<file path="config.mk">
export PLATFORM = sky130hd
export DESIGN_NAME = pit_irq_unit
export DESIGN_NICKNAME = d
export VERILOG_FILES = /design/src/rtl/pit_pkg.sv /design/src/rtl/pit_prescaler.sv /design/src/rtl/pit_downcount.sv /design/src/rtl/pit_arbiter.sv /design/src/rtl/pit_irq_unit.sv
export SDC_FILE = /design/constraint.sdc
export NUM_CORES = 1
export LEC_CHECK = 0
export BUFFER_PORTS_ARGS = -buffer_cell sky130_fd_sc_hd__buf_2
export CORE_UTILIZATION = 48
export CTS_CLUSTER_DIAMETER = 200
export DETAILED_ROUTE_END_ITERATION = 10
export PLACE_DENSITY = 0.69
export SLEW_MARGIN = 15
export SYNTH_ARGS = -nofsm -noshare
export SYNTH_HDL_FRONTEND = slang
export SYNTH_HIERARCHICAL = 1
export SYNTH_SLANG_ARGS = --single-unit
</file>
<file path="constraint.sdc">
create_clock -name clk -period 3.7 [get_ports clk]
set_input_delay 0 -clock clk [delete_from_list [all_inputs] [get_ports clk]]
set_output_delay 0 -clock clk [all_outputs]
set_load 0.02 [all_outputs]
</file>
<file path="src/rtl/pit_pkg.sv">
package pit_pkg;
  localparam int unsigned LVL_W = 3;
  typedef logic [LVL_W-1:0] lvl_t;
  localparam lvl_t LVL_NMI = '1;

  typedef enum logic {
    SEL_TIMER = 1'b0,
    SEL_CTRL  = 1'b1
  } regsel_e;
endpackage

</file>
<file path="src/rtl/pit_prescaler.sv">
module pit_prescaler #(
  parameter int unsigned BASE_DIV = 4,
  parameter int unsigned PRE_DIV  = 512
) (
  input  logic clk,
  input  logic rst_n,
  input  logic clear,
  input  logic slow_sel,
  output logic tick
);
  localparam int unsigned BW = (BASE_DIV > 1) ? $clog2(BASE_DIV) : 1;
  localparam int unsigned PW = (PRE_DIV > 1) ? $clog2(PRE_DIV) : 1;

  logic [BW-1:0] base_q;
  logic          base_tick;
  logic          slow_tick;

  assign base_tick = (base_q == BW'(BASE_DIV - 1));

  always_ff @(posedge clk or negedge rst_n) begin
    if (!rst_n)         base_q <= '0;
    else if (clear)     base_q <= '0;
    else if (base_tick) base_q <= '0;
    else                base_q <= base_q + 1'b1;
  end

  generate
    if (PRE_DIV > 1) begin : g_pre
      logic [PW-1:0] pre_q;
      logic          pre_last;
      assign pre_last = (pre_q == PW'(PRE_DIV - 1));
      always_ff @(posedge clk or negedge rst_n) begin
        if (!rst_n)         pre_q <= '0;
        else if (clear)     pre_q <= '0;
        else if (base_tick) pre_q <= pre_last ? '0 : pre_q + 1'b1;
      end
      assign slow_tick = base_tick && pre_last;
    end else begin : g_nopre
      assign slow_tick = base_tick;
    end
  endgenerate

  assign tick = !clear && (slow_sel ? slow_tick : base_tick);
endmodule

</file>
<file path="src/rtl/pit_downcount.sv">
module pit_downcount #(
  parameter int unsigned CNT_W = 8
) (
  input  logic             clk,
  input  logic             rst_n,
  input  logic             load,
  input  logic [CNT_W-1:0] load_val,
  input  logic             tick,
  input  logic [CNT_W-1:0] modulus,
  output logic             tc
);
  logic [CNT_W-1:0] cnt_q;

  assign tc = tick && !load && (modulus != '0) && (cnt_q <= CNT_W'(1));

  always_ff @(posedge clk or negedge rst_n) begin
    if (!rst_n)                     cnt_q <= '0;
    else if (load)                  cnt_q <= load_val;
    else if (tc)                    cnt_q <= modulus;
    else if (tick && cnt_q != '0)   cnt_q <= cnt_q - 1'b1;
  end
endmodule

</file>
<file path="src/rtl/pit_arbiter.sv">
module pit_arbiter
  import pit_pkg::*;
(
  input  lvl_t t_lvl,
  input  lvl_t ext_level,
  input  lvl_t cpu_mask,
  input  logic iack,
  input  lvl_t iack_level,
  output lvl_t irq_level,
  output logic irq_src_timer,
  output logic ack_timer,
  output logic ack_ext
);
  logic timer_wins;
  lvl_t win_lvl;
  logic shown;

  always_comb begin
    timer_wins    = (t_lvl != '0) && (t_lvl >= ext_level);
    win_lvl       = timer_wins ? t_lvl : ext_level;
    shown         = (win_lvl != '0) && ((win_lvl > cpu_mask) || (win_lvl == LVL_NMI));
    irq_level     = shown ? win_lvl : '0;
    irq_src_timer = shown && timer_wins;
    ack_timer     = iack && timer_wins && (iack_level == t_lvl);
    ack_ext       = iack && !ack_timer && (ext_level != '0) && (iack_level == ext_level);
  end
endmodule

</file>
<file path="src/rtl/pit_irq_unit.sv">
module pit_irq_unit
  import pit_pkg::*;
#(
  parameter int unsigned CNT_W    = 8,
  parameter int unsigned VEC_W    = 8,
  parameter int unsigned BASE_DIV = 4,
  parameter int unsigned PRE_DIV  = 512,
  parameter logic [VEC_W-1:0] VEC_RST = 8'h0F,
  localparam int unsigned DW = VEC_W + LVL_W
) (
  input  logic             clk,
  input  logic             rst_n,
  input  logic             wr_en,
  input  logic             wr_sel,
  input  logic [DW-1:0]    wr_data,
  input  logic [LVL_W-1:0] cpu_mask,
  input  logic [LVL_W-1:0] ext_level,
  input  logic             iack,
  input  logic [LVL_W-1:0] iack_level,
  output logic [LVL_W-1:0] irq_level,
  output logic             irq_src_timer,
  output logic             vec_valid,
  output logic [VEC_W-1:0] vec_data,
  output logic             ext_ack,
  output logic             tc_pulse
);
  logic [CNT_W-1:0] mod_q;
  logic             slow_q;
  logic [VEC_W-1:0] vec_q;
  lvl_t             lvl_q;
  logic             pend_q;

  logic wr_timer, wr_ctrl;
  logic tick, tc;
  lvl_t t_lvl;
  logic ack_timer, ack_ext;

  assign wr_timer = wr_en && (regsel_e'(wr_sel) == SEL_TIMER);
  assign wr_ctrl  = wr_en && (regsel_e'(wr_sel) == SEL_CTRL);

  always_ff @(posedge clk or negedge rst_n) begin
    if (!rst_n) begin
      mod_q  <= '0;
      slow_q <= 1'b0;
      vec_q  <= VEC_RST;
      lvl_q  <= '0;
    end else begin
      if (wr_timer) begin
        mod_q  <= wr_data[CNT_W-1:0];
        slow_q <= wr_data[CNT_W];
      end
      if (wr_ctrl) begin
        vec_q <= wr_data[VEC_W-1:0];
        lvl_q <= wr_data[DW-1:VEC_W];
      end
    end
  end

  pit_prescaler #(.BASE_DIV(BASE_DIV), .PRE_DIV(PRE_DIV)) u_pre (
    .clk      (clk),
    .rst_n    (rst_n),
    .clear    (wr_timer),
    .slow_sel (slow_q),
    .tick     (tick)
  );

  pit_downcount #(.CNT_W(CNT_W)) u_cnt (
    .clk      (clk),
    .rst_n    (rst_n),
    .load     (wr_timer),
    .load_val (wr_data[CNT_W-1:0]),
    .tick     (tick),
    .modulus  (mod_q),
    .tc       (tc)
  );

  assign t_lvl = pend_q ? lvl_q : '0;

  pit_arbiter u_arb (
    .t_lvl         (t_lvl),
    .ext_level     (ext_level),
    .cpu_mask      (cpu_mask),
    .iack          (iack),
    .iack_level    (iack_level),
    .irq_level     (irq_level),
    .irq_src_timer (irq_src_timer),
    .ack_timer     (ack_timer),
    .ack_ext       (ack_ext)
  );

  always_ff @(posedge clk or negedge rst_n) begin
    if (!rst_n) begin
      pend_q    <= 1'b0;
      tc_pulse  <= 1'b0;
      vec_valid <= 1'b0;
      ext_ack   <= 1'b0;
    end else begin
      if (tc)             pend_q <= 1'b1;
      else if (ack_timer) pend_q <= 1'b0;
      tc_pulse  <= tc;
      vec_valid <= ack_timer;
      ext_ack   <= ack_ext;
    end
  end

  assign vec_data = vec_q;
endmodule

</file>
==> metrics.yaml, run 1 <==
area_growth_pct: 16.4
fp.dieW_um: 76.5
fin_crit_sh_pct: 89.0
design.core.area_um2: 5240
vias: 2157
crit_required_ns: 3.90
met2_length_mm: 2.74
final_antenna_net_count: 0
reg2reg_depth: 11
drc: 0
hold_start: "iack_level[0]"
tightestPinTransition_ns: 0.962
drive_gt1_share_pct: 26.9
yosysUniqueCellTypes: 68
finalWirelength_mm: 5.57
clkTransAtPathRegs_ns: 0.08
numCtsBuffers: 5
gp_congestion: 0.948
reg2reg_slack_ns: 0.41
wl_met3_um: 271
seq_area_frac_synth_pct: 40.6
synth-main-ff-cell: "dfrtp_1"
avgSynthCellArea_um2: 10.3
io_pins: 40
initial_core_util_pct: 50.9
fin_skew_ns: 0.00858
critPathKind: "reg2reg"
crit_fanout: 9
setup_viol: 0
dieArea_um2: 5850
nFillCells: 442
grt_max_degree: 44
syn_inst: 260
maxSlewViolCount: 0
p_leak_nw: 1.36
min_path_cells: 4
rows: 26
yosysWarnings: 6
hp-class: "in2reg"
worst_setup_path_start_kind: "flop"
hpwlAfterDp_mm: 4.04
overflow: 0
worst_skew_pair.late_latency_ns: 0.29
r2r-end: "u_cnt/cnt_q[2]"
cts_max_level: 2
power.density_nw_per_um2: 456
n_antenna_cell: 0
fmax_mhz: 304
ir_worst_vdd_v: 0.000309
rr_startpoint: "u_pre/g_pre.pre_q[0]"
setup_tns_ns: 0
grt_pass1_wl_mm: 9.41
clock_path_buffers: 2
final_nets: 347
fin_crit_ns: 3.29
dp.cells: 361
clock-sinks: 43
cp.arrival_ns: 3.50
max-slew-margin-rel_pct: 35.9
fin_cells: 382
grt_use_total_pct: 20.2
drv_cap: 0
cts_tree: "done"
post_cts_resized: 0
worstSetupEndpointType: "flop"
avgViaCountPerCell: 5.65
rsz0062_at_grt: "false"
highest_layer: "met4"
synth-edff-count: 0
grt_pass1_vias: 2144
antenna_found_initial: 0
io_buffers: 39
wl_per_cell_um: 14.6
ys_seq_elements: 43
die_y_um: 76.5
synth_nets: 296
wl_met1_mm: 2.43
drt_iter0_markers: 69
async_flop_share_pct: 100
status: "complete, no violations"
root_buffer: "clkbuf_8"
hold_viol: 0
synthesis.area_um2: 2670
firstDrtPassIters: 4
worstHoldEndpoint: "ext_ack"
-- worst max path at each step --
stage	cells after the start	slack (ns)	startpoint	endpoint
CTS	13	0.41	pend_q	irq_level[0]
global placement	11	0.61	u_pre/g_pre.pre_q[0]	u_cnt/cnt_q[5]
finish	11	0.41	u_pre/g_pre.pre_q[0]	u_cnt/cnt_q[2]
global route	11	0.13	u_pre/g_pre.pre_q[0]	u_cnt/cnt_q[2]
floorplan	10	0.83	u_pre/g_pre.pre_q[0]	u_cnt/cnt_q[5]
detailed placement	11	0.44	u_pre/g_pre.pre_q[0]	u_cnt/cnt_q[5]
-- layout by cell type (no fill, tap or decap), types with 3 or more instances in the layout --
master,count
mux2_2,10
nand2b_1,5
nor2b_1,5
inv_1,14
dlygate4sd3_1,13
ha_1,11
o21ai_1,3
and2_1,4
xnor2_1,4
nor3_1,9
nor2_1,15
dfstp_2,4
buf_2,39
a31oi_1,3
a21oi_1,10
a21oi_2,3
a22o_1,5
o31ai_1,3
nand2_1,17
mux2i_1,5
nand3_1,7
dfrtp_1,39
or4_1,4
o21ai_0,13
mux2_1,10
clkbuf_8,6
-- flip-flops by register name, summed over array words and instances (netlist names), 2 cells and up --
name               count
mod_q                  8
u_pre/g_pre.pre_q      9
lvl_q                  3
u_pre/base_q           2
vec_data               8
u_cnt/cnt_q            8
-- worst max-delay path, cell delays in order (launching register included) --
cell and delay, ns:
dfrtp_1 0.45, ha_1 0.23, nand3_1 0.08, nor2_1 0.12, ha_1 0.32, nor2b_1 0.08, nor3b_1 0.47, or4b_4 0.59
nor3_1 0.40, nand2_1 0.13, a22o_1 0.22, a31oi_1 0.14
-- report_power, final --
| group | internal (mW) | switching (mW) | leakage [nW] |
|---|---|---|---|
| combinational | 0.203 | 0.264 | 0.779 |
| sequential | 0.556 | 0.0830 | 0.533 |
| clock | 0.153 | 0.157 | 0.0484 |
| total | 0.911 | 0.504 | 1.36 |
-- synth_stat cells (all sizes together), types with 2 or more instances --
library cell | count | area share, %
a221oi | 2 | 0.89
clkbuf | 2 | 0.66
and2 | 5 | 1.3
o32a | 2 | 0.75
dfrtp | 39 | 37
a21boi | 2 | 0.56
or4 | 6 | 1.8
or4b | 2 | 0.89
nand2b | 5 | 1.2
a211oi | 2 | 0.75
o21ai | 19 | 4.3
buf | 8 | 2.6
a31oi | 3 | 0.70
a311oi | 2 | 0.66
nor3b | 3 | 1.0
a21oi | 13 | 2.9
nor3 | 9 | 1.7
o31ai | 3 | 0.85
o211ai | 2 | 0.56
nand3 | 8 | 1.7
nor2b | 6 | 1.7
mux2 | 20 | 8.5
dfstp | 4 | 3.9
nor4 | 2 | 1.0
mux2i | 5 | 1.9
or3 | 2 | 0.52
nand4 | 2 | 0.70
inv | 14 | 2.0
ha | 11 | 5.2
nand2 | 18 | 2.6
nor2 | 16 | 2.5
a22o | 5 | 1.6
xnor2 | 4 | 1.3
-- stage by stage --
| step | total power, mW | worst slack, ns | cell area [um^2] | hold slack, ns | utilization (%) |
|---|---|---|---|---|---|
| floorplan | 0.987 | 0.828 | 2670 | -0.296 | - |
| global placement | 1.09 | 0.612 | 2880 | 0.198 | 54.9 |
| detailed placement | 1.10 | 0.440 | 2880 | 0.202 | 54.9 |
| CTS | 1.43 | 0.408 | 3100 | 0.0369 | 59.2 |
| global route | 1.51 | 0.132 | 3100 | 0.0573 | 59.2 |
| finish | 1.42 | 0.408 | 3100 | 0.0533 | 59.2 |
-- layout make-up --
cell class	instances	area [um^2]	area share, %
clock buffer	7	86.3	2.78
sequential	43	1080	34.9
tap	70	87.6	2.82
multi-input combinational	193	1450	46.6
timing repair buffer	54	340	11.0
inverter	14	52.6	1.69
clock inverter	1	8.76	0.282
-- what timing repair did --
item / 4_1_cts / 5_1_grt
hold buffers: 13 / 0
setup endpoints to repair: 0 / 0
setup buffers: 0 / 0
endpoints found under the hold margin: 63 / 0
-- cell families after synthesis --
family / after synthesis / synth area share [%]
multiplexers: 25 / 10.3
adder cells (fa/ha/maj): 11 / 5.16
flip-flops: 43 / 40.6
AND/OR/NAND/NOR: 88 / 19.8
AO/OA/AOI/OAI: 64 / 17.3
buffers and inverters: 24 / 5.21
XOR/XNOR: 5 / 1.64
-- layer usage --
| layer | global-route usage (%) | vias up |
|---|---|---|
| met3 | 3.11 | 13 |
| met5 | 0 | - |
| met1 | 24.5 | 1020 |
| met4 | 11.0 | 0 |
| met2 | 34.4 | 70 |
| li1 | - | 1054 |
No activity file was read; power rests on OpenSTA's default activity.
==> inputs of run 2 (changes only) <==
ABC_CLOCK_PERIOD_IN_PS = 3700   (was default)
CTS_BUF_LIST = sky130_fd_sc_hd__clkbuf_4 sky130_fd_sc_hd__clkbuf_8   (was default)
SETUP_SLACK_MARGIN = 0.3   (was default)
==> run 2 against run 1 <==
Compared with the run above:
- sequential power barely moved
- final cell count grew 0.52%
- combinational power is 4% higher
- critical path depth rose by 1
- utilization increased by 0.62 points
- clock power grew 2%
- power is 1.7% higher
- hold slack got worse by 0.00059 ns
- first-iteration DRC count is 10% higher
- count of clock-buffer cells in the layout stayed put
- largest power group unchanged
==> metrics.yaml, run 2 (same netlist as run 1, synthesis figures left out) <==
rsz0062_at_grt: "false"
final_area_um2: 3130  # +1.0%
worst_skew_pair.late_latency_ns: 0.29  # about the same
cts_tree: "done"
rows: 26  # unchanged
firstDrtPassIters: 4  # unchanged
max-slew-margin-rel_pct: 36.8  # +0.94 points
hpwlAfterDp_mm: 4.04  # unchanged
io_buffers: 39  # unchanged
grt_pass1_wl_mm: 9.41  # unchanged
maxSlewViolCount: 0  # unchanged
finalWirelength_mm: 5.69  # +2.2%
p_leak_nw: 1.38  # +1.4%
numCtsBuffers: 5  # unchanged
status: "complete, no violations"
n_antenna_cell: 0  # unchanged
avgViaCountPerCell: 5.66  # +0.26%
switching_share_pct: 35.4  # -0.17 points
cp.arrival_ns: 3.15  # -0.35 ns
placed_area_um2: 2880  # unchanged
final_nets: 349  # +0.58%
ir_worst_vdd_v: 0.000310  # +0.29%
regMostFlops: "u_pre/g_pre.pre_q"
crit_fanout: 11  # +2
drive_gt1_share_pct: 29.0  # +2.1 points
worst_setup_path_start_kind: "flop"
power.density_nw_per_um2: 459  # +0.69%
hold_viol: 0  # unchanged
fin_util_pct: 59.8  # +0.62 points
setup_tns_ns: 0  # unchanged
grt_max_degree: 44  # unchanged
grt_pass1_vias: 2144  # unchanged
die_y_um: 76.5  # unchanged
nFillCells: 441  # -0.23%
vias: 2174  # +0.79%
p_clk_share_pct: 22.0  # about the same
wl_per_cell_um: 14.8  # +1.6%
drc: 0  # unchanged
internal_power_uw: 930  # +2.0%
dp.cells: 361  # unchanged
drt_iter0_markers: 76  # +10%
fin_skew_ns: 0.00920  # +0.000621 ns
area_growth_pct: 17.6
final_cell_mix: "39 x dfrtp_1, 39 x buf_2, 17 x nand2_1"
dpl_worst_slack_ns: 0.440  # unchanged
fp.dieW_um: 76.5  # unchanged
fin_cells: 384  # +0.52%
crit_required_ns: 3.70  # -0.20 ns
clock_path_buffers: 2  # unchanged
antenna_found_initial: 0  # unchanged
largest_register_ffs: 9  # unchanged
io_pins: 40  # unchanged
clock-sinks: 43  # unchanged
fin_crit_sh_pct: 85.2  # -3.8 points
clkTransAtPathRegs_ns: 0.08  # about the same
final_antenna_net_count: 0  # unchanged
power_frac_comb_pct: 33.6  # +0.7 points
fin_crit_ns: 3.15  # -0.140 ns
overflow: 0  # unchanged
initial_core_util_pct: 50.9  # unchanged
layout_setup_ws_ns: 0.547  # +0.140 ns
critPathKind: "reg2out"
gp_congestion: 0.948  # unchanged
dieArea_um2: 5850  # unchanged
worstSetupEndpointType: "primary output"
fmax_mhz: 317  # +4.4%
setup_viol: 0  # unchanged
netSwitchingPower_uw: 510  # +1.2%
cts_max_level: 2  # unchanged
drv_cap: 0  # unchanged
grt_use_total_pct: 20.2  # unchanged
tightestPinTransition_ns: 0.948  # -0.0141 ns
root_buffer: "clkbuf_8"
design.core.area_um2: 5240  # unchanged
hp-class: "in2reg"
seqPwrFrac_pct: 44.4  # -0.7 points
-- run 2: what timing repair did --
action	4_1_cts	5_1_grt
setup endpoints to repair	0	12
hold buffers	13	0
setup buffers	0	2
gates resized for setup	0	5
hold endpoints to repair	63	0
-- run 2: critical path: stages (launching register included) --
cell      delay [ns]
dfrtp_1         0.40
and2_2          0.26
ha_1            0.34
a21oi_2         0.19
o21ai_4         0.11
clkbuf_2        0.17
a22o_1          0.26
ha_1            0.29
o21ai_1         0.28
o21ai_0         0.13
a32oi_1         0.18
o21ai_1         0.09
buf_2           0.16
-- run 2: worst paths after layout --
| path | startpoint | end | cells after the start | slack, ns |
|---|---|---|---|---|
| max | pend_q | irq_level[0] | 12 | 0.55 |
| max reg2reg | u_pre/g_pre.pre_q[0] | u_cnt/cnt_q[2] | 11 | 0.57 |
| max in group asynchronous | rst_n | u_cnt/cnt_q[2] | 2 | 2.72 |
| min | iack_level[2] | ext_ack | 3 | 0.05 |
| min reg2reg | u_pre/base_q[0] | u_pre/base_q[0] | 1 | 0.45 |
| min in group asynchronous | rst_n | vec_data[7] | 2 | 0.37 |
-- run 2: power groups by stage --
stage	Sequential [mW]	Combinational (mW)	Clock, mW
final	0.639	0.484	0.317
after detailed placement	0.645	0.458	0
after global routing	0.651	0.538	0.345
after global placement	0.642	0.449	0
after CTS	0.637	0.470	0.330
after floorplan	0.640	0.348	0
-- run 2: layout make-up --
class / count / area [um^2] / area share [%]
Clock inverter: 1 / 8.76 / 0.279
Multi-Input combinational cell: 193 / 1460 / 46.6
Inverter: 14 / 52.6 / 1.68
Timing Repair Buffer: 56 / 353 / 11.3
Tap cell: 70 / 87.6 / 2.79
Sequential cell: 43 / 1080 / 34.5
Clock buffer: 7 / 90.1 / 2.87
-- run 2: layer usage --
layer	up-vias	global-route usage, %	wire [um]
met3	13	3.11	246
met2	64	34.4	2830
met1	1037	24.5	2490
met4	0	11.0	127
met5	-	0	0
li1	1060	-	-
-- run 2: stage by stage --
stage	hold slack, ns	total power, mW
2_1_floorplan	-0.296	0.987
3_3_place_gp	0.198	1.09
3_5_place_dp	0.202	1.10
4_1_cts	0.0369	1.44
5_1_grt	0.0573	1.53
6_report	0.0527	1.44
